### src/rtl/gpio_dual_pkg.sv
package gpio_dual_pkg;
  localparam int NUM_PORTS     = 2;
  localparam int IDX_ACT       = 'h30;
  localparam int IDX_BASE_HI   = 'h60;
  localparam int IDX_BASE_LO   = 'h61;
  localparam int IDX_PORT_BASE = 'hF0;
  localparam int IDX_PORT_STEP = 3;
  localparam int ACT_BITS      = 3;
  localparam int ACT_GLOBAL    = 0;
endpackage

### src/rtl/gpio_cfg_core.sv
module gpio_cfg_core
  import gpio_dual_pkg::*;
#(
  parameter int GP_W  = 8,
  parameter int IDX_W = 8
) (
  input  logic                  clk,
  input  logic                  rst,
  input  logic [IDX_W-1:0]      cfg_idx,
  input  logic [GP_W-1:0]       cfg_wdata,
  input  logic                  cfg_wr,
  output logic [ACT_BITS-1:0]   act_q,
  output logic [2*GP_W-1:0]     base_raw,
  output logic [NUM_PORTS-1:0]  port_act
);
  logic [GP_W-1:0] hi_q, lo_q;

  always_ff @(posedge clk) begin
    if (rst) begin
      act_q <= '0;
      hi_q  <= '0;
      lo_q  <= '0;
    end else if (cfg_wr) begin
      if (cfg_idx == IDX_W'(IDX_ACT))     act_q <= cfg_wdata[ACT_BITS-1:0];
      if (cfg_idx == IDX_W'(IDX_BASE_HI)) hi_q  <= cfg_wdata;
      if (cfg_idx == IDX_W'(IDX_BASE_LO)) lo_q  <= cfg_wdata;
    end
  end

  assign base_raw = {hi_q, lo_q};

  // a group is live through the global bit or through its own bit
  for (genvar p = 0; p < NUM_PORTS; p++) begin : g_act
    assign port_act[p] = act_q[ACT_GLOBAL] | act_q[p+1];
  end
endmodule

### src/rtl/gpio_win_decode.sv
module gpio_win_decode #(
  parameter int          ADDR_W   = 16,
  parameter logic [15:0] BASE_MIN = 16'h0100,
  parameter logic [15:0] BASE_MAX = 16'h0FF8
) (
  input  logic [ADDR_W-1:0] base_raw,
  input  logic [ADDR_W-1:0] io_addr,
  output logic              hit,
  output logic              port_sel,
  output logic              reg_sel
);
  logic [ADDR_W-1:0] base_al;
  logic              legal;

  assign base_al  = {base_raw[ADDR_W-1:2], 2'b00};
  assign legal    = (base_al >= ADDR_W'(BASE_MIN)) && (base_al <= ADDR_W'(BASE_MAX));
  assign hit      = legal && (io_addr[ADDR_W-1:2] == base_al[ADDR_W-1:2]);
  assign port_sel = io_addr[1];
  assign reg_sel  = io_addr[0];
endmodule

### src/rtl/gpio_port_bank.sv
module gpio_port_bank #(
  parameter int GP_W        = 8,
  parameter int SYNC_STAGES = 2
) (
  input  logic            clk,
  input  logic            rst,
  input  logic            active,
  input  logic            wr_dir,
  input  logic [GP_W-1:0] wd_dir,
  input  logic            wr_dat,
  input  logic [GP_W-1:0] wd_dat,
  input  logic            wr_inv,
  input  logic [GP_W-1:0] wd_inv,
  input  logic [GP_W-1:0] pin_in,
  output logic [GP_W-1:0] dir_q,
  output logic [GP_W-1:0] inv_q,
  output logic [GP_W-1:0] rd_view,
  output logic [GP_W-1:0] pin_out,
  output logic [GP_W-1:0] pin_oe
);
  logic [GP_W-1:0] dat_q;
  logic [GP_W-1:0] sync_q [SYNC_STAGES];

  always_ff @(posedge clk) begin
    if (rst) begin
      dir_q <= '1;
      dat_q <= '0;
      inv_q <= '0;
    end else begin
      if (wr_dir) dir_q <= wd_dir;
      if (wr_dat) dat_q <= wd_dat;
      if (wr_inv) inv_q <= wd_inv;
    end
  end

  for (genvar s = 0; s < SYNC_STAGES; s++) begin : g_sync
    always_ff @(posedge clk) begin
      if (rst)         sync_q[s] <= '0;
      else if (s == 0) sync_q[s] <= pin_in;
      else             sync_q[s] <= sync_q[(s == 0) ? 0 : s-1];
    end
  end

  // input bits show the (possibly inverted) pin, output bits the stored byte
  assign rd_view = (dir_q & (sync_q[SYNC_STAGES-1] ^ inv_q)) | (~dir_q & dat_q);

  always_ff @(posedge clk) begin
    if (rst) begin
      pin_out <= '0;
      pin_oe  <= '0;
    end else begin
      pin_out <= dat_q ^ inv_q;
      pin_oe  <= active ? ~dir_q : '0;
    end
  end
endmodule

### src/rtl/gpio_dual_ctrl.sv
module gpio_dual_ctrl
  import gpio_dual_pkg::*;
#(
  parameter int          GP_W        = 8,
  parameter int          IDX_W       = 8,
  parameter int          SYNC_STAGES = 2,
  parameter logic [15:0] BASE_MIN    = 16'h0100,
  parameter logic [15:0] BASE_MAX    = 16'h0FF8
) (
  input  logic                      clk,
  input  logic                      rst,
  input  logic [IDX_W-1:0]          cfg_idx,
  input  logic [GP_W-1:0]           cfg_wdata,
  input  logic                      cfg_wr,
  input  logic                      cfg_rd,
  output logic [GP_W-1:0]           cfg_rdata,
  input  logic [2*GP_W-1:0]         io_addr,
  input  logic [GP_W-1:0]           io_wdata,
  input  logic                      io_wr,
  input  logic                      io_rd,
  output logic [GP_W-1:0]           io_rdata,
  input  logic [NUM_PORTS*GP_W-1:0] pin_in,
  output logic [NUM_PORTS*GP_W-1:0] pin_out,
  output logic [NUM_PORTS*GP_W-1:0] pin_oe
);
  localparam int ADDR_W = 2 * GP_W;

  logic [ACT_BITS-1:0]  act_q;
  logic [ADDR_W-1:0]    base_raw;
  logic [NUM_PORTS-1:0] port_act;
  logic                 dec_hit, dec_port, dec_reg;
  logic [GP_W-1:0]      port_dir  [NUM_PORTS];
  logic [GP_W-1:0]      port_inv  [NUM_PORTS];
  logic [GP_W-1:0]      port_view [NUM_PORTS];
  logic [GP_W-1:0]      cfg_rd_val, io_rd_val;

  gpio_cfg_core #(.GP_W(GP_W), .IDX_W(IDX_W)) cfg_i (
    .clk(clk), .rst(rst), .cfg_idx(cfg_idx), .cfg_wdata(cfg_wdata),
    .cfg_wr(cfg_wr), .act_q(act_q), .base_raw(base_raw), .port_act(port_act)
  );

  gpio_win_decode #(.ADDR_W(ADDR_W), .BASE_MIN(BASE_MIN), .BASE_MAX(BASE_MAX)) dec_i (
    .base_raw(base_raw), .io_addr(io_addr), .hit(dec_hit),
    .port_sel(dec_port), .reg_sel(dec_reg)
  );

  for (genvar p = 0; p < NUM_PORTS; p++) begin : g_port
    localparam logic [IDX_W-1:0] I_DIR = IDX_W'(IDX_PORT_BASE + IDX_PORT_STEP*p);
    localparam logic [IDX_W-1:0] I_DAT = IDX_W'(IDX_PORT_BASE + IDX_PORT_STEP*p + 1);
    localparam logic [IDX_W-1:0] I_INV = IDX_W'(IDX_PORT_BASE + IDX_PORT_STEP*p + 2);

    logic c_dir, c_dat, c_inv, w_hit, w_dir, w_dat;

    assign c_dir = cfg_wr && (cfg_idx == I_DIR);
    assign c_dat = cfg_wr && (cfg_idx == I_DAT);
    assign c_inv = cfg_wr && (cfg_idx == I_INV);
    assign w_hit = io_wr && dec_hit && (dec_port == 1'(p)) && port_act[p];
    assign w_dir = w_hit && !dec_reg;
    assign w_dat = w_hit &&  dec_reg;

    gpio_port_bank #(.GP_W(GP_W), .SYNC_STAGES(SYNC_STAGES)) bank_i (
      .clk(clk), .rst(rst), .active(port_act[p]),
      .wr_dir(c_dir | w_dir), .wd_dir(c_dir ? cfg_wdata : io_wdata),
      .wr_dat(c_dat | w_dat), .wd_dat(c_dat ? cfg_wdata : io_wdata),
      .wr_inv(c_inv),         .wd_inv(cfg_wdata),
      .pin_in(pin_in[p*GP_W +: GP_W]),
      .dir_q(port_dir[p]), .inv_q(port_inv[p]), .rd_view(port_view[p]),
      .pin_out(pin_out[p*GP_W +: GP_W]), .pin_oe(pin_oe[p*GP_W +: GP_W])
    );
  end

  always_comb begin
    cfg_rd_val = '0;
    if (cfg_idx == IDX_W'(IDX_ACT))     cfg_rd_val = GP_W'(act_q);
    if (cfg_idx == IDX_W'(IDX_BASE_HI)) cfg_rd_val = base_raw[ADDR_W-1:GP_W];
    if (cfg_idx == IDX_W'(IDX_BASE_LO)) cfg_rd_val = base_raw[GP_W-1:0];
    for (int p = 0; p < NUM_PORTS; p++) begin
      if (cfg_idx == IDX_W'(IDX_PORT_BASE + IDX_PORT_STEP*p))     cfg_rd_val = port_dir[p];
      if (cfg_idx == IDX_W'(IDX_PORT_BASE + IDX_PORT_STEP*p + 1)) cfg_rd_val = port_view[p];
      if (cfg_idx == IDX_W'(IDX_PORT_BASE + IDX_PORT_STEP*p + 2)) cfg_rd_val = port_inv[p];
    end
  end

  always_comb begin
    io_rd_val = '0;
    if (dec_hit && port_act[dec_port])
      io_rd_val = dec_reg ? port_view[dec_port] : port_dir[dec_port];
  end

  always_ff @(posedge clk) begin
    if (rst) begin
      cfg_rdata <= '0;
      io_rdata  <= '0;
    end else begin
      cfg_rdata <= cfg_rd ? cfg_rd_val : '0;
      io_rdata  <= io_rd  ? io_rd_val  : '0;
    end
  end
endmodule

### config.mk
export PLATFORM = sky130hd
export DESIGN_NAME = gpio_dual_ctrl
export DESIGN_NICKNAME = d
export VERILOG_FILES = /design/src/rtl/gpio_dual_pkg.sv /design/src/rtl/gpio_cfg_core.sv /design/src/rtl/gpio_win_decode.sv /design/src/rtl/gpio_port_bank.sv /design/src/rtl/gpio_dual_ctrl.sv
export SDC_FILE = /design/constraint.sdc
export NUM_CORES = 1
export LEC_CHECK = 0
export ABC_AREA = 0
export BUFFER_PORTS_ARGS = -buffer_cell sky130_fd_sc_hd__buf_2
export CAP_MARGIN = 40
export CORE_MARGIN = 10
export CORE_UTILIZATION = 47
export DETAILED_ROUTE_END_ITERATION = 8
export GPL_ROUTABILITY_DRIVEN = 0
export HOLD_SLACK_MARGIN = 0.1
export PLACE_DENSITY = 0.71
export SLEW_MARGIN = 15
export SYNTH_ARGS = -nofsm -noshare
export SYNTH_HDL_FRONTEND = slang
export SYNTH_SLANG_ARGS = --single-unit
### constraint.sdc
create_clock -name clk -period 1.81 [get_ports clk]
set_input_delay 0.0905 -clock clk [delete_from_list [all_inputs] [get_ports clk]]
set_output_delay 0.0905 -clock clk [all_outputs]
set_load 0.01 [all_outputs]
==> results of run 1 <==
synthesized netlist by cell type, types with 2 or more instances:
master,number
a21o_1,4
nand2_1,51
o41ai_2,7
a311oi_1,3
or3_1,9
nor3_1,22
o21a_1,4
clkbuf_1,46
a2bb2oi_1,3
nand4_1,13
nor3b_1,7
buf_4,2
nor4_1,3
nor4_2,2
o221ai_1,3
a31oi_1,29
buf_2,11
a22oi_1,4
mux4_2,4
buf_1,9
nor2_1,108
or2_2,5
a211oi_1,28
a31o_2,3
o41ai_1,17
nor2b_1,41
mux2i_1,46
a221oi_1,3
xnor2_1,38
xor2_1,3
o21bai_1,10
nand3_1,20
a22o_1,3
nand2b_1,2
dfxtp_1,147
inv_1,5
o21ai_0,20
buf_6,2
and3_1,11
a21oi_1,43
metal layers:
metal,vias up,wire length (um),global-route usage [%]
met1,3370,9870,30.8
met2,545,11900,36.3
met3,107,3220,7.28
met5,-,0,0
li1,3265,-,-
met4,0,1140,9.90
registers in the layout, summed over array words and instances, names as in the netlist:
register	flops
g_port.bank_i.dir_q	16
cfg_i.act_q	3
g_port.bank_i.dat_q	16
g_port.bank_i.sync_q	32
cfg_i.hi_q	8
g_port.bank_i.pin_out	16
cfg_rdata	8
g_port.bank_i.pin_oe	16
io_rdata	8
g_port.bank_i.inv_q	16
cfg_i.lo_q	8
area by class of cell:
| cell class | count | area, um2 | area share [%] |
|---|---|---|---|
| clock buffer | 18 | 439 | 4.51 |
| clock inverter | 14 | 189 | 1.94 |
| inverter | 5 | 18.8 | 0.193 |
| multi-input combinational | 585 | 4250 | 43.6 |
| sequential | 147 | 2950 | 30.3 |
| tap | 184 | 230 | 2.37 |
| timing repair buffer | 234 | 1660 | 17.0 |
through the flow:
stage / hold slack [ps] / cell area (um2) / utilization, % / setup WS, ps
after floorplan: 219 / 7050 / - / -11.3
after global placement: 300 / 8190 / 56.1 / -187
after detailed placement: 306 / 8190 / 56.1 / -125
after CTS: 163 / 9300 / 63.7 / -82.5
after global routing: 164 / 9730 / 66.7 / -168
final: 162 / 9730 / 66.7 / -112
critical path, delay by kind of cell (launching register included):
family / cells / cell delay (ps)
DFF: 1 / 340
and+or+nand+nor: 2 / 540
buffers and inverters: 1 / 210
AOI/OAI and AO/OA: 2 / 510
xor gates and xnor gates: 1 / 190
power groups by stage:
stage               Clock, uW  Combinational [uW]  Sequential (uW)
floorplan                   0                 303             3360
global placement            0                 520             3360
detailed placement          0                 523             3360
finish                   3780                 636             3290
CTS                      3800                 589             3290
global route             3950                 669             3290
cell families (layout without fill, tap and decap cells):
logic type / count (synthesis) / after routing
buf+inv: 75 / 271
flops: 147 / 147
mux: 50 / 50
compound gates: 188 / 188
xor+xnor: 41 / 41
simple gates: 306 / 306
worst min path at each step:
stage                         start                       endpoint  slack (ps)  cells after the start
after global routing          io_rd                    io_rdata[6]         160                      5
after detailed placement  pin_in[5]  g_port[0].bank_i.sync_q[0][5]         310                      2
after global placement    pin_in[9]  g_port[1].bank_i.sync_q[0][1]         300                      2
final                         io_rd                    io_rdata[6]         160                      5
after CTS                    cfg_rd                   cfg_rdata[4]         160                      4
after floorplan           pin_in[0]  g_port[0].bank_i.sync_q[0][0]         220                      1
repair_timing:
item                                    4_1_cts  5_1_grt
endpoints found under the setup margin       36       37
hold buffers                                 34        0
gates resized for setup                      21       46
pin swaps                                    11       58
buffers inserted                              0        4
endpoints found under the hold margin        67        0
cloned                                        0        3
==> flow_summary_export.csv, run 1 <==
group,metric,value,unit
critical_path,slowest_stage,"o41ai_4",
clocking,cts.path.max_buffers,2,
global_route,antenna_found_initial,0,
layout,layout_commonest_cell,"dfxtp_1",
synth,syn-mean-instance-area,8.71,um2
power_and_ir_drop,p_per_area,792,nW/um2
synth,synthCells,807,
timing,clock.fmax,520,MHz
routing,wl,26100,um
global_route,grt_pass1_vias,6667,
layout,nets,1052,
critical_path,ff2ff_path_depth,6,
routing,wl_per_cell,22.0,um
critical_path,slowest_delay,380,ps
synth,synthesis.area,7030,um2
global_route,grt_start_max_net_pins,44,
layout,synthToLayoutAreaGrowth,38.4,%
timing,fin_skew,12.2,ps
routing,drtIter0Drc,1322,
synth,synth.distinct_cells,56,
timing,finalSetupViolCount,37,
place,port_buffers,109,
power_and_ir_drop,power,7700,uW
critical_path,worst-r2r-setup-slack,-110,ps
clocking,numClockSinks,147,
synth,synth_compound_area_share,19.0,%
synth,synth_adder_area_share,0,%
power_and_ir_drop,power_frac_comb,8.3,%
timing,slew_viol_final,0,
floorplanning,start_util,48.2,%
routing,antenna_left,0,
power_and_ir_drop,max-vdd-ir-drop,0.692,mV
clocking,clkTransAtPathRegs,70,ps
routing,vias,7287,
layout,fin_cells,1187,
layout,n_antenna_cell,0,
timing,relSlewSlack,51.1,%
power_and_ir_drop,internal_power,5790,uW
critical_path,r2r-start,"cfg_i.hi_q[0]",
synth,synth.top_cell.area_share,41.9,%
critical_path,setup.worst_path.end,"g_port[0].bank_i.dat_q[0]",
timing,finalSetupTns,-2450,ps
critical_path,path_cells,"xnor2_1 -> nand4_1 -> or3_4 -> buf_12 -> o41ai_4 -> a31oi_1",
global_route,grt-ovfl-total,0,
routing,drc,0,
power_and_ir_drop,p_switching,1910,uW
floorplanning,design.portCount,110,
synth,synth_edf_count,0,
floorplanning,dieArea,20300,um2
critical_path,required,2120,ps
critical_path,r2r-end,"g_port[0].bank_i.dat_q[0]",
synth,yosys.area.top_type,"dfxtp_1",
power_and_ir_drop,p_leak,0.00445,uW
place,dpl.hpwl,17600,um
routing,routed_via_density,6.14,
outcome,violations,"setup timing",
floorplanning,die_h,142,um
critical_path,arrival,2230,ps
power_and_ir_drop,switching_share,24.8,%
clocking,htreeDepth,4,
timing,hold_violations,0,
timing,setup_ws,-112,ps
floorplanning,die_w,142,um
critical_path,crit_path_max_fanout,24,
layout,drive_gt1_share,29.9,%
outcome,outcome,"finished with violations",
synth,ys_dominant_reg_cell,"dfxtp_1",
clocking,root_buffer,"clkbuf_16",
synth,ys_seq_area_share,41.9,%
global_route,grt_use_total,23.9,%
layout,fill_cells,1121,
clocking,clock_latency,440,ps
timing,max_slew.worst_pin.slew,731,ps
global_route,grt_pass1_wl,37600,um
synth,async_flop_share,0,%
power_and_ir_drop,power_frac_seq,42.7,%
job,cap_violations,0,
synth,synthMuxAreaShare,7.83,%
timing,rsz0062_at_grt,"true",
synth,synth_top_family_by_area,"simple AND/OR/NAND/NOR gates",
routing,dr.pass1.iters,8,
synth,synthSimpleGateAreaFrac,21.7,%
critical_path,criticalPathCategory,"flip-flop to flip-flop",
floorplanning,rows,44,
critical_path,end_kind,"flip-flop",
synth,synth_warnings,0,
floorplanning,core_area,14600,um2
critical_path,start_kind,"flip-flop",
timing,period_needed,1920,ps
layout,mostFrequentLayoutCells,"dfxtp_1 (142), buf_2 (109), nor2_1 (108), buf_4 (83), nand2_1 (51)",
synth,ys_ff_latch,147,
min_path,hp-class,"input port to flip-flop",
place,dp_cells,1114,
timing,period_share,106,%
critical_path,startpoint,"cfg_i.hi_q[0]",
clocking,cts-buffers-inserted,17,
clocking,cts_tree,"yes",
synth,syn_nets,869,
synth,synth_xor_area_share,5.11,%
synth,synthTopCellsByArea,"dfxtp_1 (42%), mux2i_1 (6.5%), nor2_1 (5.8%)",
power_and_ir_drop,clkPwrFrac,49.0,%
Power figures use the tool's default switching activity.
==> inputs of run 2 (changes only) <==
ABC_AREA = 1   (was 0)
CORE_UTILIZATION = 35   (was 47)
PLACE_DENSITY = unset   (was 0.71)
==> flow_summary_export.csv, run 2 <==
group,metric,value,unit
timing,clock.fmax,555,MHz
routing,wl,22900,um
synth,async_flop_share,0,%
global_route,grt_start_max_net_pins,56,
critical_path,worst-r2r-setup-slack,8,ps
floorplanning,die_w,158,um
critical_path,required,2130,ps
floorplanning,die_h,158,um
power_and_ir_drop,max-vdd-ir-drop,0.647,mV
job,cap_violations,0,
timing,rsz0062_at_grt,"true",
clocking,htreeDepth,4,
layout,drive_gt1_share,22.1,%
layout,largest_reg_flops,32,
layout,layout_commonest_cell,"nand2_1",
place,dpl.hpwl,17100,um
synth,synthCells,932,
routing,drtIter0Drc,643,
routing,wl_per_cell,17.0,um
synth,synth_warnings,0,
critical_path,crit_path_max_fanout,6,
timing,fin_skew,8.54,ps
routing,antenna_left,0,
layout,n_antenna_cell,0,
clocking,cts.path.max_buffers,2,
clocking,clkTransAtPathRegs,60,ps
critical_path,end_kind,"flip-flop",
timing,period_share,99.6,%
timing,setup_ws,7.65,ps
clocking,root_buffer,"clkbuf_16",
synth,synthesis.area,6650,um2
synth,ys_dominant_reg_cell,"dfxtp_1",
timing,relSlewSlack,49.1,%
synth,yosys.area.top_type,"dfxtp_1",
clocking,numClockSinks,147,
global_route,grt_pass1_wl,35100,um
clocking,clock_latency,430,ps
floorplanning,design.portCount,110,
power_and_ir_drop,p_leak,0.00409,uW
timing,period_needed,1800,ps
routing,vias,6656,
synth,syn-mean-instance-area,7.13,um2
timing,max_slew.worst_pin.slew,759,ps
timing,hold_violations,0,
floorplanning,core_area,18700,um2
floorplanning,start_util,35.5,%
routing,dr.pass1.iters,5,
floorplanning,rows,50,
routing,routed_via_density,4.93,
global_route,grt_pass1_vias,6386,
floorplanning,dieArea,24900,um2
synth,synth_edf_count,0,
synth,ys_ff_latch,147,
clocking,cts_tree,"yes",
critical_path,criticalPathCategory,"flip-flop to flip-flop",
critical_path,start_kind,"flip-flop",
global_route,grt_use_total,18.4,%
place,pre_cts_slack,5.08,ps
synth,syn_nets,994,
synth,synth.distinct_cells,40,
routing,drc,0,
min_path,hp-class,"input port to flip-flop",
timing,finalSetupViolCount,0,
global_route,grt-ovfl-total,0,
timing,finalSetupTns,0,ps
synth,synth.top_cell.area_share,44.3,%
global_route,antenna_found_initial,0,
layout,mostFrequentLayoutCells,"nand2_1 (171), dfxtp_1 (140), inv_1 (116), nor2_1 (112), buf_2 (109)",
critical_path,arrival,2130,ps
timing,slew_viol_final,0,
layout,synthToLayoutAreaGrowth,31.4,%
power_and_ir_drop,p_per_area,843,nW/um2
synth,ys_seq_area_share,44.3,%
synth,synth.most_common_cell,"nand2_1",
layout,top_register,"g_port.bank_i.sync_q",
layout,nets,1167,
place,port_buffers,109,
outcome,outcome,"completed",
clocking,cts-buffers-inserted,17,
synth,yosys-top-cells-count,"nand2_1 (176), dfxtp_1 (147), inv_1 (123), nor2_1 (113)",
synth,synthTopCellsByArea,"dfxtp_1 (44%), nand2_1 (9.9%), inv_1 (6.9%)",
run 2: cell types whose count changed after synthesis, moves of 29 or more:
cell / previous run / this run
a21oi_1: 43 / 82
a31oi_1: 29 / 0
clkbuf_1: 46 / 17
inv_1: 5 / 123
mux2i_1: 46 / 3
nand2_1: 51 / 176
nand3_1: 20 / 67
nor2b_1: 41 / 0
o21ai_0: 20 / 82
run 2: worst paths after layout:
path	end	from	cells after the start
max reg2reg	g_port[1].bank_i.dat_q[1]	cfg_i.lo_q[4]	12
max	g_port[1].bank_i.dat_q[1]	cfg_i.lo_q[4]	12
min	cfg_rdata[4]	cfg_rd	4
min reg2reg	g_port[0].bank_i.sync_q[1][1]	g_port[0].bank_i.sync_q[0][1]	2
run 2: timing repair:
action | CTS | global route
endpoints found under the setup margin | 10 | 40
cloned | 0 | 2
hold buffers | 34 | 0
hold endpoints to repair | 61 | 0
buffers inserted | 0 | 6
resized for setup | 0 | 42
pin swaps | 0 | 10
run 2: power by group:
part,internal [uW],switching [uW]
Sequential,3270,17.9
Clock,2210,1370
Combinational,192,306
Total,5680,1690
run 2: per-stage QoR:
step           area, um2  instances  util [%]  total power (uW)  hold slack (ps)
2_1_floorplan       6650        932         -              3590              197
3_3_place_gp        7600       1279      40.7              3780              297
3_5_place_dp        7600       1279      40.7              3780              297
4_1_cts             8540       1344      45.6              7380              101
5_1_grt             8740       1351      46.7              7600              120
6_report            8740       1351      46.7              7370              106
run 2: routing by layer:
| metal | GRT usage (%) | vias to the layer above | wire (um) |
|---|---|---|---|
| met4 | 6.46 | 0 | 518 |
| met2 | 28.4 | 252 | 10100 |
| met3 | 4.67 | 36 | 1870 |
| met1 | 24.3 | 3025 | 10400 |
| li1 | - | 3343 | - |
| met5 | 0 | - | 0 |
run 2: critical path: stages (launching register included):
cell and delay [ps]:
dfxtp_1 340, buf_4 150, nand2_1 60, nor2_1 60, nand4_1 100, nand3_1 130, nor2_4 210, buf_12 140
nand4_4 170, nand2_4 180, nand2_1 70, nand2_1 60, nor2_1 30
run 2: cells by family after synthesis:
family / synth area share (%)
multiplexers: 0.452
flip-flops: 44.3
AND/OR/NAND/NOR: 27.1
XOR/XNOR: 3.03
buffers and inverters: 9.75
AO/OA/AOI/OAI: 15.4
run 2: area by class of cell:
type,count,area [um2]
clock buffers,20,457
clock inverters,11,135
fillers,1869,9970
inverters,131,492
multi-input cells,625,3200
flip-flops and latches,147,2950
well taps,234,293
repair buffers,183,1210
